===== src/rtl/mtet_pkg.sv =====
package mtet_pkg;
   typedef enum logic [1:0] {
      SEL_MASK  = 2'd0,
      SEL_LIMIT = 2'd1,
      SEL_CTRL  = 2'd2,
      SEL_COUNT = 2'd3
   } mtet_sel_e;

   localparam int CTRL_EN_BIT  = 0;
   localparam int CTRL_RUN_BIT = 1;
endpackage


===== src/rtl/mtet_counter.sv =====
module mtet_counter #(
   parameter int CNT_W = 32
) (
   input  logic             clk,
   input  logic             rst_n,
   input  logic             cnt_wr,
   input  logic             lim_wr,
   input  logic [CNT_W-1:0] wdata,
   input  logic             run,
   input  logic             dbg_halt,
   output logic [CNT_W-1:0] count,
   output logic [CNT_W-1:0] limit,
   output logic             at_limit
);
   logic advance;

   assign at_limit = (count == limit);
   assign advance  = run && !dbg_halt && !at_limit;

   always_ff @(posedge clk) begin
      if (!rst_n) begin
         count <= '0;
         limit <= '0;
      end else begin
         if (lim_wr) limit <= wdata;
         if (cnt_wr)       count <= wdata;
         else if (advance) count <= count + CNT_W'(1);
      end
   end

   // frozen when halted or not running
   a_r4_frozen_when_halted: assert property (@(posedge clk) disable iff (!rst_n)
      (!cnt_wr && (!run || dbg_halt)) |=> $stable(count));
   // no wrap once at terminal value
   a_r3_hold_at_limit: assert property (@(posedge clk) disable iff (!rst_n)
      (!cnt_wr && !lim_wr && at_limit) |=> (count == $past(count)));
   // a write wins over an increment
   a_r5_write_priority: assert property (@(posedge clk) disable iff (!rst_n)
      cnt_wr |=> (count == $past(wdata)));
endmodule


===== src/rtl/mtet_arm.sv =====
module mtet_arm
   import mtet_pkg::*;
#(
   parameter int CNT_W = 32
) (
   input  logic             clk,
   input  logic             rst_n,
   input  logic             ctrl_wr,
   input  logic [CNT_W-1:0] wdata,
   input  logic             at_limit,
   output logic             en,
   output logic             run,
   output logic             fire
);
   // a control write in the match cycle suppresses the expiry
   assign fire = en && at_limit && !ctrl_wr;

   always_ff @(posedge clk) begin
      if (!rst_n) begin
         en  <= 1'b0;
         run <= 1'b0;
      end else if (ctrl_wr) begin
         en  <= wdata[CTRL_EN_BIT];
         run <= wdata[CTRL_RUN_BIT];
      end else if (fire) begin
         en  <= 1'b0;
      end
   end

   // firing disarms the timer
   a_r6_fire_disarms: assert property (@(posedge clk) disable iff (!rst_n)
      fire |=> !en);
   // enable only rises through a control write
   a_r7_rearm_by_write: assert property (@(posedge clk) disable iff (!rst_n)
      $rose(en) |-> $past(ctrl_wr));
endmodule


===== src/rtl/mtet_fanout.sv =====
module mtet_fanout #(
   parameter int NUM_THREADS = 16
) (
   input  logic                   clk,
   input  logic                   rst_n,
   input  logic                   mask_wr,
   input  logic [NUM_THREADS-1:0] mask_wdata,
   input  logic                   ctrl_wr,
   input  logic                   fire,
   output logic [NUM_THREADS-1:0] mask,
   output logic [NUM_THREADS-1:0] irq
);
   logic [NUM_THREADS-1:0] mask_nx;

   assign mask_nx = mask_wr ? mask_wdata : mask;

   always_ff @(posedge clk) begin
      if (!rst_n) mask <= '0;
      else        mask <= mask_nx;
   end

   for (genvar t = 0; t < NUM_THREADS; t++) begin : g_thr
      always_ff @(posedge clk) begin
         if (!rst_n || ctrl_wr) irq[t] <= 1'b0;
         else if (fire)         irq[t] <= mask_nx[t];
         else                   irq[t] <= irq[t] && mask_nx[t];
      end
   end

   // no line without its subscription
   a_r9_irq_in_mask: assert property (@(posedge clk) disable iff (!rst_n)
      ((irq & ~mask) == '0));
   // a control write drops every line
   a_r8_ctrl_clears: assert property (@(posedge clk) disable iff (!rst_n)
      ctrl_wr |=> (irq == '0));
endmodule


===== src/rtl/mt_event_timer.sv =====
module mt_event_timer
   import mtet_pkg::*;
#(
   parameter int NUM_THREADS = 16,
   parameter int CNT_W       = 32
) (
   input  logic                   clk,
   input  logic                   rst_n,
   input  logic                   reg_we,
   input  logic [1:0]             reg_addr,
   input  logic [CNT_W-1:0]       reg_wdata,
   output logic [CNT_W-1:0]       reg_rdata,
   input  logic                   dbg_halt,
   output logic [NUM_THREADS-1:0] irq
);
   if (NUM_THREADS < 1 || NUM_THREADS > CNT_W) begin : g_bad_threads
      $error("NUM_THREADS must be between 1 and CNT_W");
   end
   if (CNT_W < 2) begin : g_bad_width
      $error("CNT_W must be at least 2");
   end

   logic                   wr_mask, wr_lim, wr_ctrl, wr_cnt;
   logic [CNT_W-1:0]       count, limit;
   logic [NUM_THREADS-1:0] mask;
   logic                   at_limit, en, run, fire;
   logic [CNT_W-1:0]       mask_ext, ctrl_ext;

   assign wr_mask = reg_we && (reg_addr == SEL_MASK);
   assign wr_lim  = reg_we && (reg_addr == SEL_LIMIT);
   assign wr_ctrl = reg_we && (reg_addr == SEL_CTRL);
   assign wr_cnt  = reg_we && (reg_addr == SEL_COUNT);

   mtet_counter #(.CNT_W(CNT_W)) u_cnt (
      .clk(clk), .rst_n(rst_n), .cnt_wr(wr_cnt), .lim_wr(wr_lim),
      .wdata(reg_wdata), .run(run), .dbg_halt(dbg_halt),
      .count(count), .limit(limit), .at_limit(at_limit)
   );

   mtet_arm #(.CNT_W(CNT_W)) u_arm (
      .clk(clk), .rst_n(rst_n), .ctrl_wr(wr_ctrl), .wdata(reg_wdata),
      .at_limit(at_limit), .en(en), .run(run), .fire(fire)
   );

   mtet_fanout #(.NUM_THREADS(NUM_THREADS)) u_fan (
      .clk(clk), .rst_n(rst_n), .mask_wr(wr_mask),
      .mask_wdata(reg_wdata[NUM_THREADS-1:0]), .ctrl_wr(wr_ctrl),
      .fire(fire), .mask(mask), .irq(irq)
   );

   always_comb begin
      mask_ext = '0;
      mask_ext[NUM_THREADS-1:0] = mask;
      ctrl_ext = '0;
      ctrl_ext[CTRL_EN_BIT]  = en;
      ctrl_ext[CTRL_RUN_BIT] = run;
      unique case (reg_addr)
         SEL_MASK:  reg_rdata = mask_ext;
         SEL_LIMIT: reg_rdata = limit;
         SEL_CTRL:  reg_rdata = ctrl_ext;
         default:   reg_rdata = count;
      endcase
   end

   // a line only rises on the edge after an expiry
   a_r6_rise_after_fire: assert property (@(posedge clk) disable iff (!rst_n)
      ((irq & ~$past(irq)) != '0) |-> $past(fire));
endmodule


===== config.mk =====
export PLATFORM = sky130hd
export DESIGN_NAME = mt_event_timer
export DESIGN_NICKNAME = d
export VERILOG_FILES = /design/src/rtl/mtet_pkg.sv /design/src/rtl/mtet_counter.sv /design/src/rtl/mtet_arm.sv /design/src/rtl/mtet_fanout.sv /design/src/rtl/mt_event_timer.sv
export SDC_FILE = /design/constraint.sdc
export NUM_CORES = 1
export LEC_CHECK = 0
export BUFFER_PORTS_ARGS = -buffer_cell sky130_fd_sc_hd__buf_2
export CAP_MARGIN = 20
export CORE_UTILIZATION = 40
export CTS_CLUSTER_DIAMETER = 30
export DETAILED_ROUTE_END_ITERATION = 8
export SLEW_MARGIN = 20
export SYNTH_ARGS = -nofsm -noshare
export SYNTH_HDL_FRONTEND = slang
export SYNTH_SLANG_ARGS = --single-unit

===== constraint.sdc =====
create_clock -name clk -period 5.3 [get_ports clk]
set_input_delay 0.265 -clock clk [delete_from_list [all_inputs] [get_ports clk]]
set_output_delay 0.265 -clock clk [all_outputs]
set_load 0.03 [all_outputs]

==> results.cfg, run 1 <==
[yosys]
synth-async-reset-ratio_pct = 0
synth-edff-count = 0
yosysMostFrequentCell = sky130_fd_sc_hd__dfxtp_1
syn-mean-instance-area_sq_um = 8.52
synth_nets = 674
ys.warnings.count = 0
ys_top_cells_by_count = sky130_fd_sc_hd__dfxtp_1 (98), sky130_fd_sc_hd__nand2_1 (96), sky130_fd_sc_hd__mux2i_1 (49)
synth_ff_type = sky130_fd_sc_hd__dfxtp_1
synth.area.top_cells = sky130_fd_sc_hd__dfxtp_1 (36%), sky130_fd_sc_hd__mux2i_1 (9.1%), sky130_fd_sc_hd__nand2_1 (6.7%)
post-synth-top-area-cell = sky130_fd_sc_hd__dfxtp_1
synth_top_cell_area_share_pct = 36.3
synth_cell_types = 57
yosysSeqAreaShare_pct = 36.3
syn-cell-area_sq_um = 5410
ys_seq_elements = 98
syn-instance-count = 635

[finish]
num-nets-final = 726
post_route_cells_drive_above_1_share_pct = 17.6
flow.area_growth_from_synthesis_pct = 13.7
num_antenna_cells = 0
stdcell_area_sq_um = 6150
layoutNonFillerInstCount = 868
fill_cell_total_of_the_finished_layout = 1307

[critical_path]
timing.setup.critical_path_class = in2reg
regToRegSetupSlack_ps = 2920
setup.worst_path.end_class = flip-flop
critical_path.cell_chain = buf_2 > and2_1 > nand2_1 > buf_4 > and4_1 > nor3_1
worstReg2RegEnd = u_cnt.count[10]$_SDFFE_PN0P_
timing.critical_path.from_type = input port
reg2regPathDepth = 6
worst_ep_required_time_ps = 5580
worstReg2RegStart = u_cnt.count[12]$_SDFFE_PN0P_
crit_arrival_ps = 2850
max_stage_delay_ps = 660
critical-path-slowest-cell = sky130_fd_sc_hd__buf_2
worst-path-max-fanout = 38

[worst_hold_path]
hold_end = u_cnt.count[18]$_SDFFE_PN0P_
worstHoldStart = reg_wdata[18]
hold_depth = 3
worstHoldPathType = in2reg

[job]
cap_violations = 0

[clocking]
cts-buffers-inserted = 9
clk_root_buffer_cell = sky130_fd_sc_hd__clkbuf_16
cts_hold_buf = 0
clock_sink_count = 98
post_cts.resized_instances = 0
ctsLongestPathBuffers = 2
cts_setup_buffers = 0
clock_tree_from_tritoncts = done
worst_setup_hold_path_clk_slew_ps = 80
clkLatencyLatePin_ps = 360
cts-htree-levels = 3

[floorplan]
core_region_area_sq_um = 13200
boundaryPins = 86
die_width_um = 118
floorplan.initialDensity_pct = 41.0
die_h_um = 118
fp.dieArea_sq_um = 14000
placement_rows = 42

[detailed_routing]
drc = 0
wl_per_cell_um = 16.9
via_per_inst = 5.47
ant_nets = 0
dr_total_vias = 4750
drt-total-wl_um = 14700
drt_pre_antenna_iters = 5
detail_route.iter0.violations = 337

[placement]
place.gp.congestion = 0.911
io_buffer_count = 85
detailedPlacementHpwl_um = 10500
place_inst = 852
place_area_sq_um = 5850

[sta]
slew_violations = 0
finalSetupTns_ps = 0
slew_headroom_pct = 40.6
grt_setup_unrepaired = false
clock-skew-final_ps = 6.89
hold_viol_final = 0
fmax_mhz = 389
final-setup-viol-count = 0
post_route_minimum_period_ps = 2570
actual_slew_at_the_worst_max_slew_pin_ps = 891
min_period_over_period_pct = 48.5

[power]
vdd.ir_drop.worst_uv = 231
total_power_w = 0.00169
power-per-cell-area_nw_per_um2 = 275
cellLeakagePower_nw = 2.53

[global_route]
antenna_found_initial = 0
global_route_wire_length_before_repair_um = 24200
grt_start_max_net_pins = 90
gr-usage-all-layers_pct = 21.8
number_of_global_route_vias_before_repair = 4551
global_route.overflow_total = 0

[outcome]
outcome = complete, no violations
-- metal layers --
metal | vias to the layer above | global-route usage (%) | wire length [um]
li1 | 2339 | - | -
met1 | 2239 | 29.6 | 7070
met2 | 149 | 33.9 | 6490
met3 | 23 | 4.39 | 790
met4 | 0 | 8.25 | 312
met5 | - | 0 | 0
-- state kept, by name (all words and copies together) (netlist names) --
name / flops
u_cnt.count: 32
u_cnt.limit: 32
u_fan.irq: 16
u_fan.mask: 16
u_arm.en: 1
u_arm.run: 1
-- logic make-up (layout without fill, tap and decap cells) --
family / after synthesis / count (layout) / synth area share, %
compound gates: 149 / 149 / 18.2
xor+xnor: 42 / 42 / 6.94
fa+ha+maj: 1 / 1 / 0.231
buf+inv: 54 / 111 / 4.95
flops: 98 / 98 / 36.3
mux: 51 / 51 / 9.90
simple gates: 240 / 240 / 23.5
-- how the worst max path moves through the flow --
stage           startpoint                      endpoint  slack [ps]  cells after the start
3_5_place_dp   reg_addr[1]   u_cnt.count[8]$_SDFFE_PN0P_        2310                      6
6_report       reg_addr[1]   u_cnt.count[8]$_SDFFE_PN0P_        2730                      6
3_3_place_gp   reg_addr[1]  u_cnt.count[10]$_SDFFE_PN0P_        2450                      6
2_1_floorplan  reg_addr[0]                 reg_rdata[10]        3190                      4
5_1_grt        reg_addr[1]   u_cnt.count[8]$_SDFFE_PN0P_        2490                      6
4_1_cts        reg_addr[1]   u_cnt.count[8]$_SDFFE_PN0P_        2690                      6
-- critical path, delay by kind of cell --
kind                   cells  cell delay (ps)
buffers and inverters      2             1080
AND/OR/NAND/NOR            4             1480
-- layout make-up --
cell class	count	area [sq um]	share of cell area [%]
clock inverters	7	73.8	1.20
repair buffers	90	463	7.53
multi-input cells	483	3190	51.8
well taps	176	220	3.58
clock buffers	9	225	3.66
inverters	5	18.8	0.305
flip-flops and latches	98	1960	31.9
-- metrics by stage --
| step | hold slack, ps | setup WS, ps | util [%] |
|---|---|---|---|
| after floorplan | 402 | 3190 | - |
| after global placement | 445 | 2450 | 44.3 |
| after detailed placement | 448 | 2310 | 44.3 |
| after CTS | 160 | 2690 | 46.6 |
| after global routing | 172 | 2490 | 46.6 |
| final | 158 | 2730 | 46.6 |
-- power breakdown --
group | internal (W) | switching (W) | total (W)
clock | 0.000338 | 0.000332 | 0.000670
sequential | 0.000763 | 0.0000367 | 0.000799
combinational | 0.0000859 | 0.000137 | 0.000223
total | 0.00119 | 0.000506 | 0.00169
-- placed cells by master, fill, tap and decap left out, types with 3 or more instances in the layout --
master,netlist,final
sky130_fd_sc_hd__xor2_1,31,31
sky130_fd_sc_hd__a21boi_0,33,33
sky130_fd_sc_hd__nor4_1,7,7
sky130_fd_sc_hd__nand4_1,12,12
sky130_fd_sc_hd__mux2i_1,49,49
sky130_fd_sc_hd__buf_4,1,5
sky130_fd_sc_hd__or3_1,3,3
sky130_fd_sc_hd__and3b_1,3,3
sky130_fd_sc_hd__nand3_1,14,14
sky130_fd_sc_hd__xnor2_1,10,10
sky130_fd_sc_hd__o21a_1,17,17
sky130_fd_sc_hd__and3_1,12,12
sky130_fd_sc_hd__inv_1,5,5
sky130_fd_sc_hd__and2_1,4,4
sky130_fd_sc_hd__nand2_1,96,96
sky130_fd_sc_hd__nor3_1,5,5
sky130_fd_sc_hd__a31o_1,3,3
sky130_fd_sc_hd__inv_8,0,5
sky130_fd_sc_hd__dfxtp_1,98,98
sky130_fd_sc_hd__a311oi_1,4,4
sky130_fd_sc_hd__clkbuf_16,0,9
sky130_fd_sc_hd__nor2b_1,36,36
sky130_fd_sc_hd__nand3b_1,3,3
sky130_fd_sc_hd__nor2_1,21,20
sky130_fd_sc_hd__o21ai_0,46,46
sky130_fd_sc_hd__nor4_2,4,4
sky130_fd_sc_hd__a211oi_1,7,7
sky130_fd_sc_hd__a31oi_1,11,11
sky130_fd_sc_hd__a21oi_1,15,15
sky130_fd_sc_hd__and4_1,7,7
sky130_fd_sc_hd__buf_2,6,85
(Power assumes the default switching activity.)
==> inputs of run 2 (changes only) <==
--- a/config.mk
+++ b/config.mk
@@ -5,6 +5,7 @@
 export SDC_FILE = /design/constraint.sdc
 export NUM_CORES = 1
 export LEC_CHECK = 0
+export ABC_AREA = 1
 export BUFFER_PORTS_ARGS = -buffer_cell sky130_fd_sc_hd__buf_2
 export CAP_MARGIN = 20
 export CORE_UTILIZATION = 40
==> constraint.sdc (replaced) <==
create_clock -name clk -period 2.2 [get_ports clk]
set_input_delay 0.11 -clock clk [delete_from_list [all_inputs] [get_ports clk]]
set_output_delay 0.11 -clock clk [all_outputs]
set_load 0.03 [all_outputs]
==> run 2 against run 1 <==
  * Cell area rose by 8.2%
  * Synthesized cell count increased by 40%
  * Clock-buffer cell count unchanged
  * Non-clock buffer count up 15
  * Wire length up 15%
  * Combinational power up 130%
==> results.cfg, run 2 <==
[sta]
clock-skew-final_ps = 11.1
slew_headroom_pct = 50.1
final-setup-viol-count = 0
min_period_over_period_pct = 89.7
slew_violations = 0
actual_slew_at_the_worst_max_slew_pin_ps = 747
hold_viol_final = 0
post_route_minimum_period_ps = 1970
finalSetupTns_ps = 0
fmax_mhz = 507
grt_setup_unrepaired = false

[clocking]
ctsLongestPathBuffers = 2
cts-buffers-inserted = 9
cts-htree-levels = 3
clock_tree_from_tritoncts = done
clk_root_buffer_cell = sky130_fd_sc_hd__clkbuf_16
worst_setup_hold_path_clk_slew_ps = 80
clkLatencyLatePin_ps = 370
cts_setup_buffers = 0
cts_hold_buf = 0
clock_sink_count = 98

[yosys]
dominant_combinational_cell_family_by_area_after_synthesis = simple AND/OR/NAND/NOR gates
synth_ff_type = sky130_fd_sc_hd__dfxtp_1
syn-instance-count = 888
synth.area.top_cells = sky130_fd_sc_hd__dfxtp_1 (34%), sky130_fd_sc_hd__nand2_1 (13%), sky130_fd_sc_hd__inv_1 (8.4%)
ys_seq_elements = 98
syn-cell-area_sq_um = 5850
syn-mean-instance-area_sq_um = 6.59
synth_top_cell_area_share_pct = 33.5
ys_top_cells_by_count = sky130_fd_sc_hd__nand2_1 (204), sky130_fd_sc_hd__inv_1 (131), sky130_fd_sc_hd__dfxtp_1 (98)
synth_compound_gate_area_share_pct = 21.5
post-synth-top-area-cell = sky130_fd_sc_hd__dfxtp_1
synth_nets = 927
yosysMostFrequentCell = sky130_fd_sc_hd__nand2_1
ys.warnings.count = 0
synth.area.mux_share_pct = 0.192
synth_area_in_adders_pct = 0.214
yosys.area_share.simple_pct = 26.9
synth-edff-count = 0
synth-async-reset-ratio_pct = 0
synthXorXnorAreaFrac_pct = 3.29
synth_cell_types = 33
yosysSeqAreaShare_pct = 33.5

[detailed_routing]
dr_total_vias = 5721
drt_pre_antenna_iters = 6
ant_nets = 0
wl_per_cell_um = 14.8
drt-total-wl_um = 16800
via_per_inst = 5.04
detail_route.iter0.violations = 445
drc = 0

[critical_path]
critical_path.cell_chain = xnor2_1 > nand2_1 > nor2_1 > nand2_1 > nor2_4 > nand2_4 > nand2_8 > nand2_4 > nand2_1 > a21oi_1
regToRegSetupSlack_ps = 230
worstReg2RegEnd = u_cnt.count[30]$_SDFFE_PN0P_
worstReg2RegStart = u_cnt.count[17]$_SDFFE_PN0P_
critical-path-slowest-cell = sky130_fd_sc_hd__dfxtp_1
timing.setup.critical_path_class = reg2reg
cp_common_cell = sky130_fd_sc_hd__nand2_1
reg2regPathDepth = 10
crit_arrival_ps = 2210
max_stage_delay_ps = 500
worstSetupStartpoint = u_cnt.count[17]$_SDFFE_PN0P_
setup.worst_path.end_class = flip-flop
worst-path-max-fanout = 32
worst_ep_required_time_ps = 2430
timing.critical_path.from_type = flip-flop

[power]
power_switching_w = 0.00120
vdd.ir_drop.worst_uv = 568
cellLeakagePower_nw = 2.67
share_seq_of_total_power_pct = 46.5
comb_power_share_pct = 12.6
power.clock.fraction_pct = 40.9
power-per-cell-area_nw_per_um2 = 601
switching_share_pct = 30.1
cell_internal_pwr_w = 0.00280

[floorplan]
placement_rows = 43
die_width_um = 123
fp.dieArea_sq_um = 15100
die_h_um = 123
floorplan.initialDensity_pct = 41.5
boundaryPins = 86
core_region_area_sq_um = 14100

[global_route]
grt_start_max_net_pins = 40
global_route.overflow_total = 0
gr-usage-all-layers_pct = 23.0
grt_busiest_layer = met2
use_met1_pct = 30.7
grtUsageMet3_pct = 4.80
number_of_global_route_vias_before_repair = 5152
antenna_found_initial = 0
grtUsageMet2_pct = 37.9
global_route_wire_length_before_repair_um = 26700

[finish]
finalCoreUtilization_pct = 47.2
layout_commonest_cell = sky130_fd_sc_hd__nand2_1
multi_input_gate_area_sq_um = 3050
fill_cell_total_of_the_finished_layout = 1545
layout.area.seq_sq_um = 1960
top_regs = u_cnt.count: 32 flops, u_cnt.limit: 32 flops
num_antenna_cells = 0
flow.area_growth_from_synthesis_pct = 13.7
most-common-layout-cells = sky130_fd_sc_hd__nand2_1 (203), sky130_fd_sc_hd__inv_1 (130), sky130_fd_sc_hd__dfxtp_1 (97)
num-nets-final = 990
post_route_cells_drive_above_1_share_pct = 16.4

[worst_hold_path]
worstHoldStart = reg_wdata[10]
hold_depth = 3
worstHoldPathType = in2reg
hold_end = u_cnt.limit[10]$_SDFFE_PN0P_

[placement]
io_buffer_count = 85
place.gp.congestion = 0.866
detailedPlacementHpwl_um = 12100

[job]
cap_violations = 0

[outcome]
outcome = complete, no violations
==> run 2: cell types whose count changed after synthesis, sizes merged, moves of 13 or more <==
| cell | before | now |
|---|---|---|
| a21boi | 33 | 0 |
| a21oi | 16 | 81 |
| buf | 15 | 28 |
| inv | 5 | 134 |
| mux2i | 49 | 0 |
| nand2 | 97 | 208 |
| nand3 | 14 | 71 |
| nor2 | 22 | 69 |
| nor2b | 36 | 0 |
| o21a | 17 | 0 |
| o21ai | 47 | 91 |
| o221ai | 0 | 14 |
| o22ai | 1 | 15 |
| xor2 | 32 | 0 |
==> run 2: timing repair <==
action	in CTS	in global routing
endpoints found under the hold margin	0	0
endpoints found under the setup margin	0	2
resized for setup	0	1
==> run 2: power by group through the flow <==
stage / sequential [W] / clock (W) / combinational, W
2_1_floorplan: 0.00189 / 0 / 0.000356
3_3_place_gp: 0.00190 / 0 / 0.000504
3_5_place_dp: 0.00190 / 0 / 0.000503
4_1_cts: 0.00186 / 0.00168 / 0.000506
5_1_grt: 0.00187 / 0.00173 / 0.000558
6_report: 0.00186 / 0.00164 / 0.000504
==> run 2: layout make-up <==
class | instances | area share [%]
multi-input cells | 603 | 45.9
flip-flops and latches | 98 | 29.5
repair buffers | 105 | 9.22
inverters | 134 | 7.56
clock buffers | 9 | 3.39
well taps | 180 | 3.39
clock inverters | 7 | 1.09
==> run 2: metrics by stage <==
stage          power (W)  std cells  instance area (sq um)  setup WS [ps]  hold slack, ps
2_1_floorplan    0.00225        888                   5850            682             248
3_3_place_gp     0.00240       1120                   6350            246             406
3_5_place_dp     0.00240       1120                   6350            213             409
4_1_cts          0.00404       1136                   6650            194            22.2
5_1_grt          0.00416       1136                   6650           5.66            39.1
6_report         0.00400       1136                   6650            228            32.6
==> run 2: layer usage <==
| metal | share of wire, % | up-vias |
|---|---|---|
| met3 | 4.5 | 18 |
| li1 | - | 3000 |
| met5 | 0 | - |
| met4 | 1.4 | 0 |
| met2 | 45 | 146 |
| met1 | 49 | 2557 |
==> run 2: logic make-up (layout without fill, tap and decap cells) <==
group / Yosys count / in the layout
and+or+nand+nor: 361 / 361
xor gates and xnor gates: 22 / 22
muxes: 1 / 1
adders and majority gates: 1 / 1
buffers and inverters: 187 / 255
AOI/OAI and AO/OA: 218 / 218
DFF: 98 / 98
==> run 2: worst max-delay path by stage <==
stage | slack [ps] | cells past startpoint | end
floorplan | 680 | 12 | u_cnt.count[9]$_SDFFE_PN0P_
global placement | 250 | 10 | u_cnt.count[28]$_SDFFE_PN0P_
detailed placement | 210 | 10 | u_cnt.count[30]$_SDFFE_PN0P_
CTS | 190 | 10 | u_cnt.count[31]$_SDFFE_PN0P_
global route | 6 | 9 | u_cnt.count[24]$_SDFFE_PN0P_
finish | 230 | 10 | u_cnt.count[30]$_SDFFE_PN0P_
==> run 2: worst max-delay path, delay by kind of cell, from the launching register on <==
kind,cells,cell delay [ps]
compound gates,1,70
xor+xnor,1,160
flops,1,500
simple gates,8,1100
